[src/rtl/prog_cmd_pkg.sv]
package prog_cmd_pkg;

  localparam int STEP_W = 4;
  localparam int ADDR_W = 16;

  typedef enum logic [2:0] {
    ST_IDLE, ST_ARG, ST_PLAN, ST_SPI, ST_WAIT, ST_EMIT
  } st_e;

  typedef enum logic [2:0] {
    ACT_DONE, ACT_EMIT, ACT_INSTR, ACT_WAIT, ACT_INC, ACT_SKIP
  } act_e;

  typedef struct packed {
    act_e       kind;
    logic       lng;
    logic [7:0] b0;
    logic [7:0] b1;
    logic [7:0] b2;
    logic [7:0] b3;
  } act_t;

  localparam logic [7:0] CH_ESC = 8'h1B;
  localparam logic [7:0] CH_CR  = 8'h0D;
  localparam logic [7:0] CH_ERR = 8'h3F;

  localparam logic [7:0] K_TYPE   = 8'h54; // T
  localparam logic [7:0] K_SWID   = 8'h53; // S
  localparam logic [7:0] K_SWVER  = 8'h56; // V
  localparam logic [7:0] K_HWVER  = 8'h76; // v
  localparam logic [7:0] K_LIST   = 8'h74; // t
  localparam logic [7:0] K_PTYPE  = 8'h70; // p
  localparam logic [7:0] K_LEDON  = 8'h78; // x
  localparam logic [7:0] K_LEDOFF = 8'h79; // y
  localparam logic [7:0] K_ADDR   = 8'h41; // A
  localparam logic [7:0] K_WLO    = 8'h63; // c
  localparam logic [7:0] K_WHI    = 8'h43; // C
  localparam logic [7:0] K_WDATA  = 8'h44; // D
  localparam logic [7:0] K_RDATA  = 8'h64; // d
  localparam logic [7:0] K_RPROG  = 8'h52; // R
  localparam logic [7:0] K_PAGE   = 8'h6D; // m
  localparam logic [7:0] K_ERASE  = 8'h65; // e
  localparam logic [7:0] K_LOCK   = 8'h6C; // l
  localparam logic [7:0] K_SIG    = 8'h73; // s

  function automatic logic is_free(input logic [7:0] b);
    return (b == K_TYPE) || (b == K_SWID) || (b == K_SWVER) || (b == K_HWVER) ||
           (b == K_LIST) || (b == K_PTYPE) || (b == K_LEDON) || (b == K_LEDOFF);
  endfunction

  function automatic logic [1:0] arg_count(input logic [7:0] b);
    if (b == K_ADDR) return 2'd2;
    if ((b == K_TYPE) || (b == K_WLO) || (b == K_WHI) || (b == K_WDATA) || (b == K_LOCK))
      return 2'd1;
    return 2'd0;
  endfunction

  function automatic act_t mk(input act_e k, input logic l, input logic [7:0] a,
                              input logic [7:0] b, input logic [7:0] c, input logic [7:0] d);
    act_t r;
    r.kind = k; r.lng = l; r.b0 = a; r.b1 = b; r.b2 = c; r.b3 = d;
    return r;
  endfunction

endpackage

[src/rtl/dev_match.sv]
module dev_match #(
  parameter int N = 1,
  parameter logic [N*8-1:0] LIST = '0
) (
  input  logic [7:0] code,
  output logic       hit
);
  logic [N-1:0] hits;
  for (genvar i = 0; i < N; i++) begin : g_cmp
    assign hits[i] = (code == LIST[i*8 +: 8]);
  end
  assign hit = |hits;
endmodule

[src/rtl/addr_reg.sv]
module addr_reg #(
  parameter int AW = 16
) (
  input  logic          clk,
  input  logic          rst,
  input  logic          load,
  input  logic [AW-1:0] load_val,
  input  logic          inc,
  output logic [AW-1:0] q
);
  always_ff @(posedge clk) begin
    if (rst)       q <= '0;
    else if (load) q <= load_val;
    else if (inc)  q <= q + 1'b1;
  end

  assert_inc_step_R8: assert property (@(posedge clk) disable iff (rst)
    (inc && !load) |=> (q == $past(q) + 1'b1));
endmodule

[src/rtl/out_stage.sv]
module out_stage #(
  parameter int DW = 8
) (
  input  logic          clk,
  input  logic          rst,
  input  logic          load,
  input  logic [DW-1:0] din,
  input  logic          ready,
  output logic          valid,
  output logic [DW-1:0] data
);
  always_ff @(posedge clk) begin
    if (rst) begin
      valid <= 1'b0;
      data  <= '0;
    end else if (load) begin
      valid <= 1'b1;
      data  <= din;
    end else if (valid && ready) begin
      valid <= 1'b0;
    end
  end

  assert_tx_hold_R12: assert property (@(posedge clk) disable iff (rst)
    (valid && !ready) |=> (valid && $stable(data)));
endmodule

[src/rtl/prog_cmd_interp.sv]
module prog_cmd_interp
  import prog_cmd_pkg::*;
#(
  parameter int NUM_DEV  = 8,
  parameter logic [NUM_DEV*8-1:0] DEV_LIST = 64'h1213_2028_3848_4041,
  parameter int NUM_ADV  = 6,
  parameter int NUM_PAGE = 2,
  parameter logic [NUM_PAGE*8-1:0] PAGE_LIST = 16'h4041,
  parameter logic [7:0] INV_CODE = 8'h40,
  parameter logic [7:0] DEV_NONE = 8'h00,
  parameter int ID_LEN   = 7,
  parameter logic [ID_LEN*8-1:0] ID_STR = "HOSTPGM",
  parameter int SW_MAJOR = 1,
  parameter int SW_MINOR = 1,
  parameter int HW_MAJOR = 1,
  parameter int HW_MINOR = 0
) (
  input  logic       clk,
  input  logic       rst,
  input  logic       rx_valid,
  input  logic [7:0] rx_data,
  output logic       rx_ready,
  output logic       tx_valid,
  output logic [7:0] tx_data,
  input  logic       tx_ready,
  output logic       spi_req,
  output logic [7:0] spi_tx,
  input  logic       spi_ack,
  input  logic [7:0] spi_rx,
  output logic       wait_req,
  output logic       wait_long,
  input  logic       wait_done
);

  localparam logic [STEP_W-1:0] ID_STEPS  = STEP_W'(ID_LEN);
  localparam logic [STEP_W-1:0] ADV_STEPS = STEP_W'(NUM_ADV);
  localparam logic [7:0] SWMAJ_CH = 8'(8'h30 + SW_MAJOR);
  localparam logic [7:0] SWMIN_CH = 8'(8'h30 + SW_MINOR);
  localparam logic [7:0] HWMAJ_CH = 8'(8'h30 + HW_MAJOR);
  localparam logic [7:0] HWMIN_CH = 8'(8'h30 + HW_MINOR);

  st_e               state_q;
  logic [7:0]        cmd_q, arg_hi_q, arg_q, dev_q, cap_q, spi_tx_q;
  logic [STEP_W-1:0] step_q;
  logic [1:0]        need_q, idx_q;
  logic [3:0][7:0]   ins_q;
  logic              spi_req_q, wait_req_q, wait_long_q;
  logic              dev_ok, dev_page;
  logic [ADDR_W-1:0] addr_q;
  logic [7:0]        ah, al, wdata, id_ch, adv_ch;
  act_t              act;
  logic              addr_load, addr_inc, out_load;

  dev_match #(.N(NUM_DEV), .LIST(DEV_LIST)) u_gate (.code(dev_q), .hit(dev_ok));
  dev_match #(.N(NUM_PAGE), .LIST(PAGE_LIST)) u_page (.code(dev_q), .hit(dev_page));

  assign ah    = addr_q[15:8];
  assign al    = addr_q[7:0];
  assign wdata = (dev_q == INV_CODE) ? ~arg_q : arg_q;

  // Table lookups for the character and device-list replies
  always_comb begin
    id_ch  = 8'h00;
    adv_ch = 8'h00;
    for (int i = 0; i < ID_LEN; i++)
      if (step_q == STEP_W'(i)) id_ch = ID_STR[(ID_LEN-1-i)*8 +: 8];
    for (int i = 0; i < NUM_ADV; i++)
      if (step_q == STEP_W'(i)) adv_ch = DEV_LIST[(NUM_DEV-1-i)*8 +: 8];
  end

  // Per-command microprogram: one action per step
  always_comb begin
    act = mk(ACT_DONE, 1'b0, 8'h00, 8'h00, 8'h00, 8'h00);
    case (cmd_q)
      K_TYPE, K_ADDR, K_LEDON, K_LEDOFF:
        if (step_q == 4'd0) act = mk(ACT_EMIT, 1'b0, CH_CR, 8'h00, 8'h00, 8'h00);
      K_SWID:
        if (step_q < ID_STEPS) act = mk(ACT_EMIT, 1'b0, id_ch, 8'h00, 8'h00, 8'h00);
      K_SWVER:
        if (step_q == 4'd0)      act = mk(ACT_EMIT, 1'b0, SWMAJ_CH, 8'h00, 8'h00, 8'h00);
        else if (step_q == 4'd1) act = mk(ACT_EMIT, 1'b0, SWMIN_CH, 8'h00, 8'h00, 8'h00);
      K_HWVER:
        if (step_q == 4'd0)      act = mk(ACT_EMIT, 1'b0, HWMAJ_CH, 8'h00, 8'h00, 8'h00);
        else if (step_q == 4'd1) act = mk(ACT_EMIT, 1'b0, HWMIN_CH, 8'h00, 8'h00, 8'h00);
      K_PTYPE:
        if (step_q == 4'd0) act = mk(ACT_EMIT, 1'b0, 8'h50, 8'h00, 8'h00, 8'h00);
      K_LIST:
        if (step_q < ADV_STEPS)       act = mk(ACT_EMIT, 1'b0, adv_ch, 8'h00, 8'h00, 8'h00);
        else if (step_q == ADV_STEPS) act = mk(ACT_EMIT, 1'b0, 8'h00, 8'h00, 8'h00, 8'h00);
      K_WLO, K_WHI:
        case (step_q)
          4'd0: act = mk(ACT_INSTR, 1'b0, (cmd_q == K_WHI) ? 8'h48 : 8'h40, ah, al, wdata);
          4'd1: act = mk(dev_page ? ACT_SKIP : ACT_WAIT, 1'b0, 8'h00, 8'h00, 8'h00, 8'h00);
          4'd2: act = mk((cmd_q == K_WHI) ? ACT_INC : ACT_SKIP, 1'b0, 8'h00, 8'h00, 8'h00, 8'h00);
          4'd3: act = mk(ACT_EMIT, 1'b0, CH_CR, 8'h00, 8'h00, 8'h00);
          default: ;
        endcase
      K_WDATA:
        case (step_q)
          4'd0: act = mk(ACT_INSTR, 1'b0, 8'hC0, ah, al, arg_q);
          4'd1: act = mk(ACT_WAIT, 1'b0, 8'h00, 8'h00, 8'h00, 8'h00);
          4'd2: act = mk(ACT_EMIT, 1'b0, CH_CR, 8'h00, 8'h00, 8'h00);
          default: ;
        endcase
      K_RDATA:
        case (step_q)
          4'd0: act = mk(ACT_INSTR, 1'b0, 8'hA0, ah, al, 8'h00);
          4'd1: act = mk(ACT_EMIT, 1'b0, cap_q, 8'h00, 8'h00, 8'h00);
          default: ;
        endcase
      K_RPROG:
        case (step_q)
          4'd0: act = mk(ACT_INSTR, 1'b0, 8'h28, ah, al, 8'h00);
          4'd2: act = mk(ACT_INSTR, 1'b0, 8'h20, ah, al, 8'h00);
          4'd1, 4'd3: act = mk(ACT_EMIT, 1'b0, cap_q, 8'h00, 8'h00, 8'h00);
          4'd4: act = mk(ACT_INC, 1'b0, 8'h00, 8'h00, 8'h00, 8'h00);
          default: ;
        endcase
      K_PAGE, K_ERASE, K_LOCK:
        case (step_q)
          4'd0:
            if (cmd_q == K_PAGE)       act = mk(ACT_INSTR, 1'b0, 8'h4C, ah, al, 8'h00);
            else if (cmd_q == K_ERASE) act = mk(ACT_INSTR, 1'b0, 8'hAC, 8'h80, 8'h04, 8'h00);
            else act = mk(ACT_INSTR, 1'b0, 8'hAC, (arg_q & 8'h06) | 8'hE0, 8'h00, 8'h00);
          4'd1: act = mk(ACT_WAIT, 1'b1, 8'h00, 8'h00, 8'h00, 8'h00);
          4'd2: act = mk(ACT_EMIT, 1'b0, CH_CR, 8'h00, 8'h00, 8'h00);
          default: ;
        endcase
      K_SIG:
        if (step_q < 4'd6) begin
          if (!step_q[0]) act = mk(ACT_INSTR, 1'b0, 8'h30, 8'h00, 8'd2 - {6'd0, step_q[2:1]}, 8'h00);
          else            act = mk(ACT_EMIT, 1'b0, cap_q, 8'h00, 8'h00, 8'h00);
        end
      default:
        if (step_q == 4'd0) act = mk(ACT_EMIT, 1'b0, CH_ERR, 8'h00, 8'h00, 8'h00);
    endcase
  end

  assign addr_load = (state_q == ST_ARG) && rx_valid && (need_q == 2'd1) && (cmd_q == K_ADDR);
  assign addr_inc  = (state_q == ST_PLAN) && (act.kind == ACT_INC);
  assign out_load  = (state_q == ST_PLAN) && (act.kind == ACT_EMIT);

  addr_reg #(.AW(ADDR_W)) u_addr (
    .clk(clk), .rst(rst), .load(addr_load), .load_val({arg_hi_q, rx_data}),
    .inc(addr_inc), .q(addr_q));

  out_stage #(.DW(8)) u_out (
    .clk(clk), .rst(rst), .load(out_load), .din(act.b0), .ready(tx_ready),
    .valid(tx_valid), .data(tx_data));

  always_ff @(posedge clk) begin
    if (rst) begin
      state_q     <= ST_IDLE;
      cmd_q       <= '0;
      step_q      <= '0;
      need_q      <= '0;
      arg_hi_q    <= '0;
      arg_q       <= '0;
      dev_q       <= DEV_NONE;
      ins_q       <= '0;
      idx_q       <= '0;
      cap_q       <= '0;
      spi_req_q   <= 1'b0;
      spi_tx_q    <= '0;
      wait_req_q  <= 1'b0;
      wait_long_q <= 1'b0;
    end else begin
      case (state_q)
        ST_IDLE:
          if (rx_valid && (rx_data != CH_ESC)) begin
            step_q <= '0;
            if (!is_free(rx_data) && !dev_ok) begin
              cmd_q   <= 8'h00;
              state_q <= ST_PLAN;
            end else begin
              cmd_q   <= rx_data;
              need_q  <= arg_count(rx_data);
              state_q <= (arg_count(rx_data) == 2'd0) ? ST_PLAN : ST_ARG;
            end
          end
        ST_ARG:
          if (rx_valid) begin
            if (need_q == 2'd2) begin
              arg_hi_q <= rx_data;
              need_q   <= 2'd1;
            end else begin
              arg_q   <= rx_data;
              need_q  <= 2'd0;
              state_q <= ST_PLAN;
              if (cmd_q == K_TYPE) dev_q <= rx_data;
            end
          end
        ST_PLAN: begin
          if (act.kind != ACT_DONE) step_q <= step_q + 1'b1;
          case (act.kind)
            ACT_DONE: state_q <= ST_IDLE;
            ACT_EMIT: state_q <= ST_EMIT;
            ACT_INSTR: begin
              spi_req_q <= 1'b1;
              spi_tx_q  <= act.b0;
              ins_q     <= {act.b3, act.b2, act.b1, act.b0};
              idx_q     <= 2'd0;
              state_q   <= ST_SPI;
            end
            ACT_WAIT: begin
              wait_req_q  <= 1'b1;
              wait_long_q <= act.lng;
              state_q     <= ST_WAIT;
            end
            default: ;
          endcase
        end
        ST_SPI:
          if (spi_ack) begin
            if (idx_q == 2'd3) begin
              cap_q     <= spi_rx;
              spi_req_q <= 1'b0;
              state_q   <= ST_PLAN;
            end else begin
              spi_tx_q <= ins_q[idx_q + 2'd1];
              idx_q    <= idx_q + 2'd1;
            end
          end
        ST_WAIT:
          if (wait_done) begin
            wait_req_q <= 1'b0;
            state_q    <= ST_PLAN;
          end
        ST_EMIT:
          if (tx_valid && tx_ready) state_q <= ST_PLAN;
        default: state_q <= ST_IDLE;
      endcase
    end
  end

  assign rx_ready  = (state_q == ST_IDLE) || (state_q == ST_ARG);
  assign spi_req   = spi_req_q;
  assign spi_tx    = spi_tx_q;
  assign wait_req  = wait_req_q;
  assign wait_long = wait_long_q;

  assert_spi_hold_R12: assert property (@(posedge clk) disable iff (rst)
    (spi_req && !spi_ack) |=> (spi_req && $stable(spi_tx)));
  assert_wait_hold_R7: assert property (@(posedge clk) disable iff (rst)
    (wait_req && !wait_done) |=> (wait_req && $stable(wait_long)));
  assert_one_owner_R12: assert property (@(posedge clk) disable iff (rst)
    $onehot0({rx_ready, spi_req, wait_req, tx_valid}));
  assert_gate_R4: assert property (@(posedge clk) disable iff (rst)
    (spi_req || wait_req) |-> dev_ok);
  assert_reset_idle_R1: assert property (@(posedge clk) disable iff (rst)
    $past(rst) |-> (rx_ready && !tx_valid && !spi_req && !wait_req));

endmodule

[config.mk]
export PLATFORM = sky130hd
export DESIGN_NAME = prog_cmd_interp
export DESIGN_NICKNAME = d
export VERILOG_FILES = /design/src/rtl/prog_cmd_pkg.sv /design/src/rtl/dev_match.sv /design/src/rtl/addr_reg.sv /design/src/rtl/out_stage.sv /design/src/rtl/prog_cmd_interp.sv
export SDC_FILE = /design/constraint.sdc
export NUM_CORES = 1
export LEC_CHECK = 0
export BUFFER_PORTS_ARGS = -buffer_cell sky130_fd_sc_hd__buf_4
export CELL_PAD_IN_SITES_DETAIL_PLACEMENT = 0
export CELL_PAD_IN_SITES_GLOBAL_PLACEMENT = 1
export CORE_MARGIN = 2
export CORE_UTILIZATION = 50
export CTS_CLUSTER_DIAMETER = 40
export CTS_CLUSTER_SIZE = 30
export DETAILED_ROUTE_END_ITERATION = 8
export GPL_ROUTABILITY_DRIVEN = 0
export PLACE_DENSITY_LB_ADDON = 0.05
export SLEW_MARGIN = 15
export SYNTH_ARGS = -nofsm -noshare
export SYNTH_HDL_FRONTEND = slang
export SYNTH_HIERARCHICAL = 1
export SYNTH_SLANG_ARGS = --single-unit
[constraint.sdc]
create_clock -name clk -period 5.25 [get_ports clk]
set_clock_uncertainty 0.05 [all_clocks]
set_input_delay 0.525 -clock clk [delete_from_list [all_inputs] [get_ports clk]]
set_output_delay 0.525 -clock clk [all_outputs]
set_load 0.01 [all_outputs]
# [Yosys cells after proc, flatten, opt, wreduce, memory -nomap -nowiden]
# Cells that the tools add are included.
[totals] output_inout_bits=21 latch_bits=0 regBits=119 input_bits=22 mem_count=0 ramBits=0 rom_bits=0 word_cells=247
[op_classes] shift=0 add_sub_neg=4 n_bitwise=2 mux=95 magnitude_cmp=3 div_mod_pow=0 n_reduce_logical=52 multipliers=0 n_eq_ne=71
[ops] op="$pmux 36 s12" n=1
[ops] op="$mux 34" n=10
[ops] op="$pmux 36 s4" n=2
[ops] op="$eq 8x7->1 const B" n=34
[ops] op="$pmux 35 s3" n=2
[ops] op="$mux 8" n=15
[ops] op="$mux 35" n=2
[ops] op="$pmux 35 s2" n=1
[ops] op="$mux 16" n=2
[ops] op="$mux 32" n=1
[ops] op="$mux 2" n=14
[ops] op="$eq 8x6->1 const B" n=3
[ops] op="$mux 3" n=8
[ops] op="$mux 23" n=1
[ops] op="$mux 7" n=3
[ops] op="$mux 1" n=20
[ops] op="$ne 2x2->1 const B" n=9
[ops] op="$pmux 3 s6" n=1
[ops] op="$add 16x1->16 const B" n=1
[ops] op="$bmux 8 s2" n=1
[ops] op="$eq 8x5->1 const B" n=2
[ops] op="$pmux 8 s2" n=1
[ops] op="$reduce_and 4->1" n=4
[ops] op="$reduce_and 3->1" n=5
[ops] op="other kinds (38)" n=84

# [Logic depth before layout (Yosys ltp)]
# Gate-level depths: netlist of the first run.
[logic_depth] word_depth=30 ltp_mapped=15 depth_no_buf=12

# [Cells and area by module]
# Netlist of the first run, hierarchy kept.
[modules_own_cells] module="prog_cmd_interp" cells_each=679 n_inst=1 seq_area_each_um2=1881.8 area_each_um2=5581.6
[modules_own_cells] module="addr_reg" cells_each=112 n_inst=1 seq_area_each_um2=320.3 area_each_um2=984.7
[modules_own_cells] module="out_stage" cells_each=30 n_inst=1 seq_area_each_um2=180.2 area_each_um2=321.6
[modules_own_cells] module="dev_match (u_gate)" cells_each=9 n_inst=1 seq_area_each_um2=0.0 area_each_um2=61.3
[modules_own_cells] module="dev_match (u_page)" cells_each=2 n_inst=1 seq_area_each_um2=0.0 area_each_um2=22.5

# [Worst setup path before layout of the first run]
# OpenSTA, ideal clock, no wires.
[synth_timing] path_kind="flip-flop to flip-flop" start="register step_q[1]" end="register u_addr.q[12]" slack_ps=1820 setup_time_ps=115 arrival_time_ps=3265 synth_period_minus_slack_ps=3430 stages_incl_launch_ff=15 n_path_buf=3 path_cell_list="dfxtp_1 -> inv_1 -> ha_1 -> clkbuf_1 -> o2111ai_1 -> o211ai_2 -> nor4_2 -> nand3_1 -> nor4_1 -> buf_6 -> nand4_4 -> buf_6 -> nor4_2 -> xor2_1 -> o21a_1"
[synth_between] elab_chain_len=7
[synth_rtl] item="from (decl)" line="prog_cmd_interp.sv:44" source="logic [STEP_W-1:0] step_q;"
[synth_rtl] item="from (signal assigned)" line="prog_cmd_interp.sv:194" source="if (act.kind != ACT_DONE) step_q <= step_q + 1'b1;"
[synth_rtl] item="$eq 4x2->1 (tied with other cells)" line="prog_cmd_interp.sv:91, prog_cmd_interp.sv:112"
[synth_rtl] item="$reduce_or 2->1 (tied with other cells)" line="prog_cmd_interp.sv:112" source="case (step_q)"
[synth_rtl] item="$pmux 36 s4 (tied with other cells)" line="prog_cmd_interp.sv:112"
[synth_rtl] item="$pmux 36 s12 (*)" line="prog_cmd_interp.sv:74" source="case (cmd_q)"
[synth_rtl] item="$eq 3x3->1 (*)" line="prog_cmd_interp.sv:140" source="assign addr_inc = (state_q == ST_PLAN) && (act.kind == ACT_INC);"
[synth_rtl] item="$logic_and 1x1->1 (*)" line="prog_cmd_interp.sv:140"
[synth_rtl] item="net addr_inc" line="prog_cmd_interp.sv:52" source="logic addr_load, addr_inc, out_load;"
[synth_rtl] item="$reduce_bool 2->1 (no source line) (*)"
[synth_rtl] item="to (signal assigned)" line="addr_reg.sv:13" source="else if (load) q <= load_val;"
[synth_rtl] item="to (signal assigned)" line="addr_reg.sv:14" source="else if (inc) q <= q + 1'b1;"
[synth_rtl] item="to (decl)" line="addr_reg.sv:9" source="output logic [AW-1:0] q"
# The timed path passes the listed nets; every way through them passes the cells marked *.
# A chain may end at the register's enable or synchronous reset.

# [Worst setup path after layout of the first run]
[layout_timing] start="register cmd_q[4]" end="register u_addr.q[11]"
[layout_between] elab_chain_len=7
[layout_rtl] item="from (decl)" line="prog_cmd_interp.sv:43" source="logic [7:0] cmd_q, arg_hi_q, arg_q, dev_q, cap_q, spi_tx_q;"
[layout_rtl] item="from (signal assigned)" line="prog_cmd_interp.sv:176" source="cmd_q <= rx_data;"
[layout_rtl] item="$eq 8x7->1" line="prog_cmd_interp.sv:74, prog_cmd_interp.sv:94"
[layout_rtl] item="$mux 1" line="prog_cmd_interp.sv:94" source="4'd2: act = mk((cmd_q == K_WHI) ? ACT_INC : ACT_SKIP, 1'b0, 8'h00, 8'h00, 8'h00, 8'h00);"
[layout_rtl] item="$pmux 36 s4" line="prog_cmd_interp.sv:91" source="case (step_q)"
[layout_rtl] item="$pmux 36 s12 (*)" line="prog_cmd_interp.sv:74"
[layout_rtl] item="$eq 3x3->1 (*)" line="prog_cmd_interp.sv:140"
[layout_rtl] item="$logic_and 1x1->1 (*)" line="prog_cmd_interp.sv:140"
[layout_rtl] item="net addr_inc" line="prog_cmd_interp.sv:52"
[layout_rtl] item="$reduce_bool 2->1 (no source line) (*)"
# Marked as above.

==> results of run 1 <==
## tightest hold or removal path, cell delays in order
cell and delay (ns):
buf_4 0.11, nand3_1 0.06, a21oi_1 0.05
## registers in the layout, summed over array words and instances (netlist names)
register and flops:
need_q 2, arg_q 8, u_out/valid 1, spi_req 1, wait_req 1, spi_tx 8
cmd_q 8, dev_q 8, arg_hi_q 8, idx_q 2, u_out/data 8, state_q 3
step_q 4, ins_q 32, wait_long 1, cap_q 8, u_addr/q 16
## metrics by stage
stage | utilization [%] | total power (W) | area, um2
floorplan | - | 0.001453 | 6972
global placement | 52.53 | 0.001650 | 7234
detailed placement | 52.53 | 0.001663 | 7234
CTS | 56.32 | 0.002712 | 7757
global route | 56.32 | 0.002837 | 7757
finish | 56.32 | 0.002706 | 7757
## cell families (layout without fill, tap and decap cells)
| logic type | Yosys count | in the layout | synth area share, % |
|---|---|---|---|
| and+or+nand+nor | 340 | 340 | 27.39 |
| AOI/OAI and AO/OA | 207 | 207 | 20.51 |
| DFF | 119 | 119 | 34.17 |
| buffers and inverters | 93 | 102 | 6.012 |
| muxes | 52 | 52 | 8.902 |
| xor gates and xnor gates | 14 | 14 | 1.759 |
| adders and majority gates | 7 | 7 | 1.256 |
## power by group through the flow
stage / Sequential, W / Combinational, W / Clock [W]
global route: 0.00103 / 0.000697 / 0.00111
detailed placement: 0.00104 / 0.000626 / 0
finish: 0.00102 / 0.000638 / 0.00105
floorplan: 0.00101 / 0.000439 / 0
CTS: 0.00102 / 0.000629 / 0.00106
global placement: 0.00103 / 0.000616 / 0
## per-layer routing
metal  wire length, um  up-vias  GRT usage [%]  share of wire, %
met3              1273       45          6.367               6.4
met4               790        0          12.64               3.9
li1                  -     3045              -                 -
met5                 0        -              0                 0
met2              8807      237          41.97                44
met1              9151     2991          37.69                46
## area by class of cell
type	instances	area, um2	area share (%)
clock buffer	25	475.5	6.129
clock inverter	4	47.55	0.6129
inverter	25	93.84	1.210
multi-input combinational	620	4173	53.79
sequential	119	2382	30.71
tap	180	225.2	2.903
timing repair buffer	48	360.3	4.645
## synthesized netlist by cell type (all sizes together), types with 5 or more instances
master / count / share of area [%]
nand4: 12 / 1.5
a21oi: 73 / 5.3
a31oi: 9 / 0.81
nand3: 26 / 1.9
nor2b: 6 / 0.54
a211oi: 17 / 1.9
mux4: 8 / 2.6
mux2i: 44 / 6.3
xor2: 9 / 1.1
ha: 7 / 1.3
nand4b: 5 / 0.63
o211ai: 13 / 1.5
o21ai: 17 / 1.2
nor3: 21 / 1.5
o2111ai: 6 / 0.75
nor2: 85 / 4.6
nand2b: 11 / 0.99
inv: 25 / 1.3
nand3b: 8 / 0.86
clkbuf: 47 / 2.5
nor4: 17 / 2.6
buf: 21 / 2.1
nor4b: 7 / 1.1
a22oi: 9 / 0.97
dfxtp: 119 / 34
o31ai: 6 / 0.72
xnor2: 5 / 0.63
nand2: 85 / 4.6
or3: 6 / 0.54
or4b: 5 / 0.77
o21a: 14 / 1.5
and2: 9 / 0.81
and3: 7 / 0.63
## cell usage in the layout, fill, tap and decap left out, types with 9 or more instances in the layout
| master | instances |
|---|---|
| dfxtp_1 | 119 |
| xor2_1 | 9 |
| nand4_1 | 10 |
| a22oi_1 | 9 |
| buf_4 | 48 |
| nor2_1 | 84 |
| nor3_1 | 21 |
| o211ai_1 | 12 |
| a31oi_1 | 9 |
| nand2b_1 | 11 |
| nand3_1 | 26 |
| clkbuf_16 | 17 |
| o21ai_0 | 17 |
| and2_1 | 9 |
| mux2i_1 | 44 |
| inv_1 | 25 |
| a21oi_1 | 71 |
| nand2_1 | 85 |
| o21a_1 | 14 |
| a211oi_1 | 16 |
## worst paths after layout
check                  from      endpoint  slack [ns]
hold / removal    spi_rx[2]      cap_q[2]        0.33
setup / recovery   cmd_q[4]  u_addr/q[11]        1.09
hold reg to reg   ins_q[11]     ins_q[11]        0.40
setup reg to reg   cmd_q[4]  u_addr/q[11]        1.09
==> summary.md, run 1 <==
| Metric | Value |
|---|---|
| DR iter-0 viols | 680 |
| Syn_nets | 861 |
| Worst skew pair latency | ~0.42 ns |
| Clock Path Buffers | 2 |
| FF+latch count, synth | ~120 |
| Hold path cells | 3 |
| Sink Count | ~120 |
| PD cells | between 300 and 400 nW/um2 |
| Residual DRC | 0 |
| Min Hold Slack | 0.3289 ns |
| Post-Syn Area | ~7000 um2 |
| # rows | between 40 and 50 |
| Int Power | ~0.0019 W |
| Max Freq | between 200 and 250 MHz |
| CP max FO | 15 |
| Worst Tran Pin Value | between 1 and 1.5 ns |
| Vias/cell | ~6.2 |
| Ys flop type | dfxtp_1 |
| TritonCTS Buffers | 17 |
| Largest net degree at the start of global routing | 62 |
| Post-cts repair resize count | 0 |
| Static leakage | around 2.9 nW |
| Drt pass-1 iters | 5 |
| Gr usage total | between 20% and 30% |
| Final WL | 20.02 mm |
| Initial core utilization | 50.62% |
| Switch share | between 30% and 40% |
| Dpl cells | just under 1k |
| Tmin final | just over 4 ns |
| N_diodes | 0 |
| Non-Filler Instances | 1021 |
| Clock share of power | 38.7% |
| Grt total ovfl | 0 |
| Fillers | roughly 1.3k |
| Vias in the first global route | slightly below 6k |
| Cell count after synthesis | approximately 830 |
| CP required | about 5.5 ns |
| Comb power frac | 23.6% |
| Final setup vio count | 0 |
| CORE AREA | ~14000 um2 |
| Critical Path, Cell by Cell | nor4bb_1 > and2_1 > a2111oi_2 > a21oi_2 > nand3_1 > nor4_1 > buf_4 > nand4_4 > nor4_2 > xor2_1 > o21a_1 |
| CP max stage cell | nor4bb_1 |
| Buffers and inverters on the worst path | 1 |
| Sequential power share | between 30% and 40% |
| Initial antenna violation count | 0 |
| Post-synth EDFFs | 0 |
| Slew headroom | a little under a quarter |
| Max VDD drop | between 0.2 and 0.3 mV |
| P&R area growth vs syn | 11.27% |
| Crit-path leading delay family | simple AND/OR/NAND/NOR gates |
| CP Capture Type | register |
| Nets | 860 |
| Via count | 6318 |
| Hold-fix buffers, CTS | 0 |
| Ports | 43 |
| Hold Fails Final Rpt | 0 |
| Layout cell share with drive strength beyond 1 | 13.79% |
| Die ar. | about 15000 um2 |
| Fraction of registers with async set or reset after synthesis | 0% |
| P_sw | 0.0008452 W |
| First-pass GRT wire length | 31.87 mm |
| Crit Path Category | reg -> reg |
| Setup_tns | 0 ns |
| CP Data Arrival Time | 4.41 ns |
| Synthesized area per cell | 8.379 um2 |
| Worst setup SP type | register |
| CTS Root Cell | clkbuf_16 |
| CTS tree | built |
| Delay of the slowest cell on the worst path | approximately 0.95 ns |
| Die span in y | approximately 120 um |
| Chip width | 122.1 um |
| Final worst setup slack | around 1.1 ns |
| Post-synthesis sequential area ratio | about a third |
| H-tree depth | 4 |
| Place WS | approximately 1.2 ns |
| Slew Viols, Final | 0 |
| Max_cap viols | 0 |
| WL per Instance | between 15 and 20 um |
| Status | complete, no violations |
| RSZ-0062 raised after global routing | no |
| Worst hold path class | in -> reg |
| Synth cell types | 86 |
| Clock-pin slew of the registers on the worst-case setup and hold paths | ~0.050 ns |
| Post-CTS setup buffers | 0 |
| Worst R2R Path Depth | 11 |
| IO buf count | 42 |
| Hpwl dp | 14.31 mm |
| Post-route clock period utilization | 79.18% |
| Remaining antenna violation count | 0 |
| Crit path depth | 11 |
| Yosys warns | 6 |
No activity file was read; power rests on OpenSTA's default activity.
==> inputs of run 2 (changes only) <==
--- a/config.mk
+++ b/config.mk
@@ -5,11 +5,12 @@
 export SDC_FILE = /design/constraint.sdc
 export NUM_CORES = 1
 export LEC_CHECK = 0
+export ABC_AREA = 1
 export BUFFER_PORTS_ARGS = -buffer_cell sky130_fd_sc_hd__buf_4
 export CELL_PAD_IN_SITES_DETAIL_PLACEMENT = 0
 export CELL_PAD_IN_SITES_GLOBAL_PLACEMENT = 1
 export CORE_MARGIN = 2
-export CORE_UTILIZATION = 50
+export CORE_UTILIZATION = 44
 export CTS_CLUSTER_DIAMETER = 40
 export CTS_CLUSTER_SIZE = 30
 export DETAILED_ROUTE_END_ITERATION = 8
==> constraint.sdc (replaced) <==
create_clock -name clk -period 4 [get_ports clk]
set_clock_uncertainty 0.05 [all_clocks]
set_input_delay 0.4 -clock clk [delete_from_list [all_inputs] [get_ports clk]]
set_output_delay 0.4 -clock clk [all_outputs]
set_load 0.01 [all_outputs]
==> summary.md, run 2 <==
| Metric | Value |
|---|---|
| Slew headroom | 37.77% (was 23.40%) |
| M1 GR Usage | 35.83% (was 37.69%) |
| Synth cell types | 46 (was 86) |
| Ports | 43 (unchanged) |
| Post-Layout Inst Area | 7988 um2 (was 7757 um2) |
| CORE AREA | 15260 um2 (was 13770 um2) |
| Yosys top cell area share | 34.54% (was 34.17%) |
| CP required | 4.30 ns (was 5.51 ns) |
| Tmin final | 3.176 ns (was 4.157 ns) |
| Largest net degree at the start of global routing | 46 (was 62) |
| CTS tree | built (unchanged) |
| Met2 Use GR | 43.68% (was 41.97%) |
| Hpwl dp | 15.88 mm (was 14.31 mm) |
| Hold Fails Final Rpt | 0 (unchanged) |
| Worst skew pair latency | 0.43 ns (was 0.42 ns) |
| First-pass GRT wire length | 34.78 mm (was 31.87 mm) |
| PD cells | 555.3 nW/um2 (was 348.8 nW/um2) |
| GRT Max-Usage Layer | met2 (unchanged) |
| Worst hold path class | in -> reg (unchanged) |
| IO buf count | 42 (unchanged) |
| Crit Path Category | reg -> reg (unchanged) |
| P&R area growth vs syn | 15.80% (was 11.27%) |
| Die span in y | 129.2 um (was 122.1 um) |
| CP Data Arrival Time | 3.48 ns (was 4.41 ns) |
| Die ar. | 16690 um2 (was 14900 um2) |
| Post-synthesis sequential area ratio | 34.54% (was 34.17%) |
| Finished Core Util | 52.35% (was 56.32%) |
| Sink Count | 119 (unchanged) |
| Clock Path Buffers | 2 (unchanged) |
| Clock-pin slew of the registers on the worst-case setup and hold paths | 0.06 ns (was 0.05 ns) |
| Non-Filler Instances | 1325 (was 1021) |
| Fraction of registers with async set or reset after synthesis | 0% (unchanged) |
| Slew Viols, Final | 0 (unchanged) |
| Hold-fix buffers, CTS | 0 (unchanged) |
| WL per Instance | 16.30 um (was 19.61 um) |
| CP Capture Type | register (unchanged) |
| Vias in the first global route | 6485 (was 5831) |
| Initial antenna violation count | 0 (unchanged) |
| CP max FO | 12 (was 15) |
| Post-synth EDFFs | 0 (unchanged) |
| N_diodes | 0 (unchanged) |
| Post-Syn Area | 6898 um2 (was 6972 um2) |
| Biggest regs | ins_q (32), u_addr/q (16) (unchanged) |
| Syn_nets | 1094 (was 861) |
| Max VDD drop | 0.3653 mV (was 0.2501 mV) |
| Area of the multi-input gates | 3905 um2 (was 4173 um2) |
| Final WL | 21.59 mm (was 20.02 mm) |
| Max Freq | 314.9 MHz (was 240.6 MHz) |
| Post-cts repair resize count | 0 (unchanged) |
| Most common cell after layout, fill and taps aside | nand2_1 (was dfxtp_1) |
| Worst setup SP type | register (unchanged) |
| Residual DRC | 0 (unchanged) |
| Cell count after synthesis | 1065 (was 832) |
| Final setup vio count | 0 (unchanged) |
| GR met3 Demand/Resource | 5.533% (was 6.367%) |
| Synthesized area per cell | 6.477 um2 (was 8.379 um2) |
| Dpl cells | 1293 (was 992) |
| Area contributors post-synth | dfxtp_1 35%, nand2_1 11%, nor2_1 8.9%, o21ai_0 7.5%, a21oi_1 7.0% (was dfxtp_1 34%, mux2i_1 6.3%, a21oi_1 5.1%, nand2_1 4.6%, nor2_1 4.6%) |
| RSZ-0062 raised after global routing | no (unchanged) |
| Max_cap viols | 0 (unchanged) |
| FF/Latch Area | 2382 um2 (unchanged) |
| Remaining antenna violation count | 0 (unchanged) |
| Yosys warns | 6 (unchanged) |
| Worst Tran Pin Value | 0.9300 ns (was 1.134 ns) |
| Top post-synthesis cells by count | 202 x nand2_1, 164 x nor2_1, 119 x dfxtp_1 (was 119 x dfxtp_1, 85 x nand2_1, 85 x nor2_1) |
| Post-DP Area | 7385 um2 (was 7234 um2) |
| TritonCTS Buffers | 17 (unchanged) |
| Via count | 7015 (was 6318) |
| CTS Root Cell | clkbuf_16 (unchanged) |
| Max FFs per register | 32 (unchanged) |
| H-tree depth | 4 (unchanged) |
| Total power | 0.004435 W (was 0.002706 W) |
| Nets | 1130 (was 860) |
| DR iter-0 viols | 484 (was 680) |
| Most frequent cells in the layout | 202 x nand2_1, 164 x nor2_1, 119 x dfxtp_1 (was 119 x dfxtp_1, 85 x nand2_1, 84 x nor2_1) |
| Initial core utilization | 45.21% (was 50.62%) |
| Status | complete, no violations (unchanged) |
| FF+latch count, synth | 119 (unchanged) |
| Setup_tns | 0 ns (unchanged) |
| Chip width | 129.2 um (was 122.1 um) |
| Static leakage | 3.535 nW (was 2.924 nW) |
| Post-route clock period utilization | 79.40% (was 79.18%) |
| Most area-hungry cell type in the Yosys netlist | dfxtp_1 (unchanged) |
| Ys flop type | dfxtp_1 (unchanged) |
| Layout cell share with drive strength beyond 1 | 12.48% (was 13.79%) |
| # rows | 45 (was 43) |
| Post-CTS setup buffers | 0 (unchanged) |
| Grt total ovfl | 0 (unchanged) |
| Gr usage total | 26.87% (was 27.78%) |
| Drt pass-1 iters | 7 (was 5) |
| Largest Register | ins_q (unchanged) |
| Most numerous cell in the Yosys netlist | nand2_1 (was dfxtp_1) |
| Fillers | 1634 (was 1306) |
| Vias/cell | 5.294 (was 6.188) |
run 2: changes by cell type in the layout (fill, tap and decap cells not counted), sizes merged, moves of 44 or more:
cell	previous run	this run
o21ai	17	114
inv	25	121
mux2i	44	0
nor2	85	183
nand2	85	222
nand3	26	74
run 2: kinds of logic after synthesis:
kind of cell | Yosys count | share of synthesized area [%]
AO/OA/AOI/OAI | 268 | 21.53
XOR/XNOR | 9 | 1.143
flip-flops | 119 | 34.54
buffers and inverters | 156 | 8.942
AND/OR/NAND/NOR | 506 | 32.58
adder cells (fa/ha/maj) | 7 | 1.270
run 2: area by class of cell:
class,instances,share of cell area (%)
Multi-Input combinational cell,790,48.89
Tap cell,211,3.305
Timing Repair Buffer,49,4.605
Clock inverter,7,1.472
Inverter,124,5.827
Clock buffer,25,6.078
Sequential cell,119,29.82
run 2: stage by stage:
stage	setup WS (ns)	hold WS, ns
detailed placement	0.9261	0.3970
floorplan	1.270	0.3797
global placement	0.8829	0.3943
global route	0.5332	0.1453
CTS	0.8824	0.1302
finish	0.8239	0.1403
run 2: worst max-delay path: stages (launching register included):
cell	delay [ns]
dfxtp_1	0.41
inv_1	0.15
ha_1	0.29
nand2_2	0.15
inv_2	0.12
nand3_1	0.12
nand2_1	0.10
nor2_2	0.11
nand3_2	0.09
nor2_4	0.16
nand2_2	0.12
nor4_1	0.29
buf_4	0.22
nand2_1	0.07
inv_1	0.34
nand3_1	0.15
a21oi_1	0.15
run 2: worst paths after layout:
kind                   from      endpoint  cells after the start  slack, ns
setup / recovery  step_q[0]  u_addr/q[15]                     16       0.82
hold / removal    spi_rx[1]      cap_q[1]                      3       0.14
setup reg to reg  step_q[0]  u_addr/q[15]                     16       0.82
hold reg to reg    ins_q[4]      ins_q[4]                      2       0.40
run 2: report_power, final:
group	internal (W)	switching, W
clock network	0.00103	0.000555
registers	0.00131	0.0000934
logic	0.000429	0.00102
run 2: per-layer routing:
metal  share of wire, %  up-vias
li1                   -     3615
met5                  0        -
met4                2.2        0
met3                4.9       28
met2                 45      195
met1                 47     3177
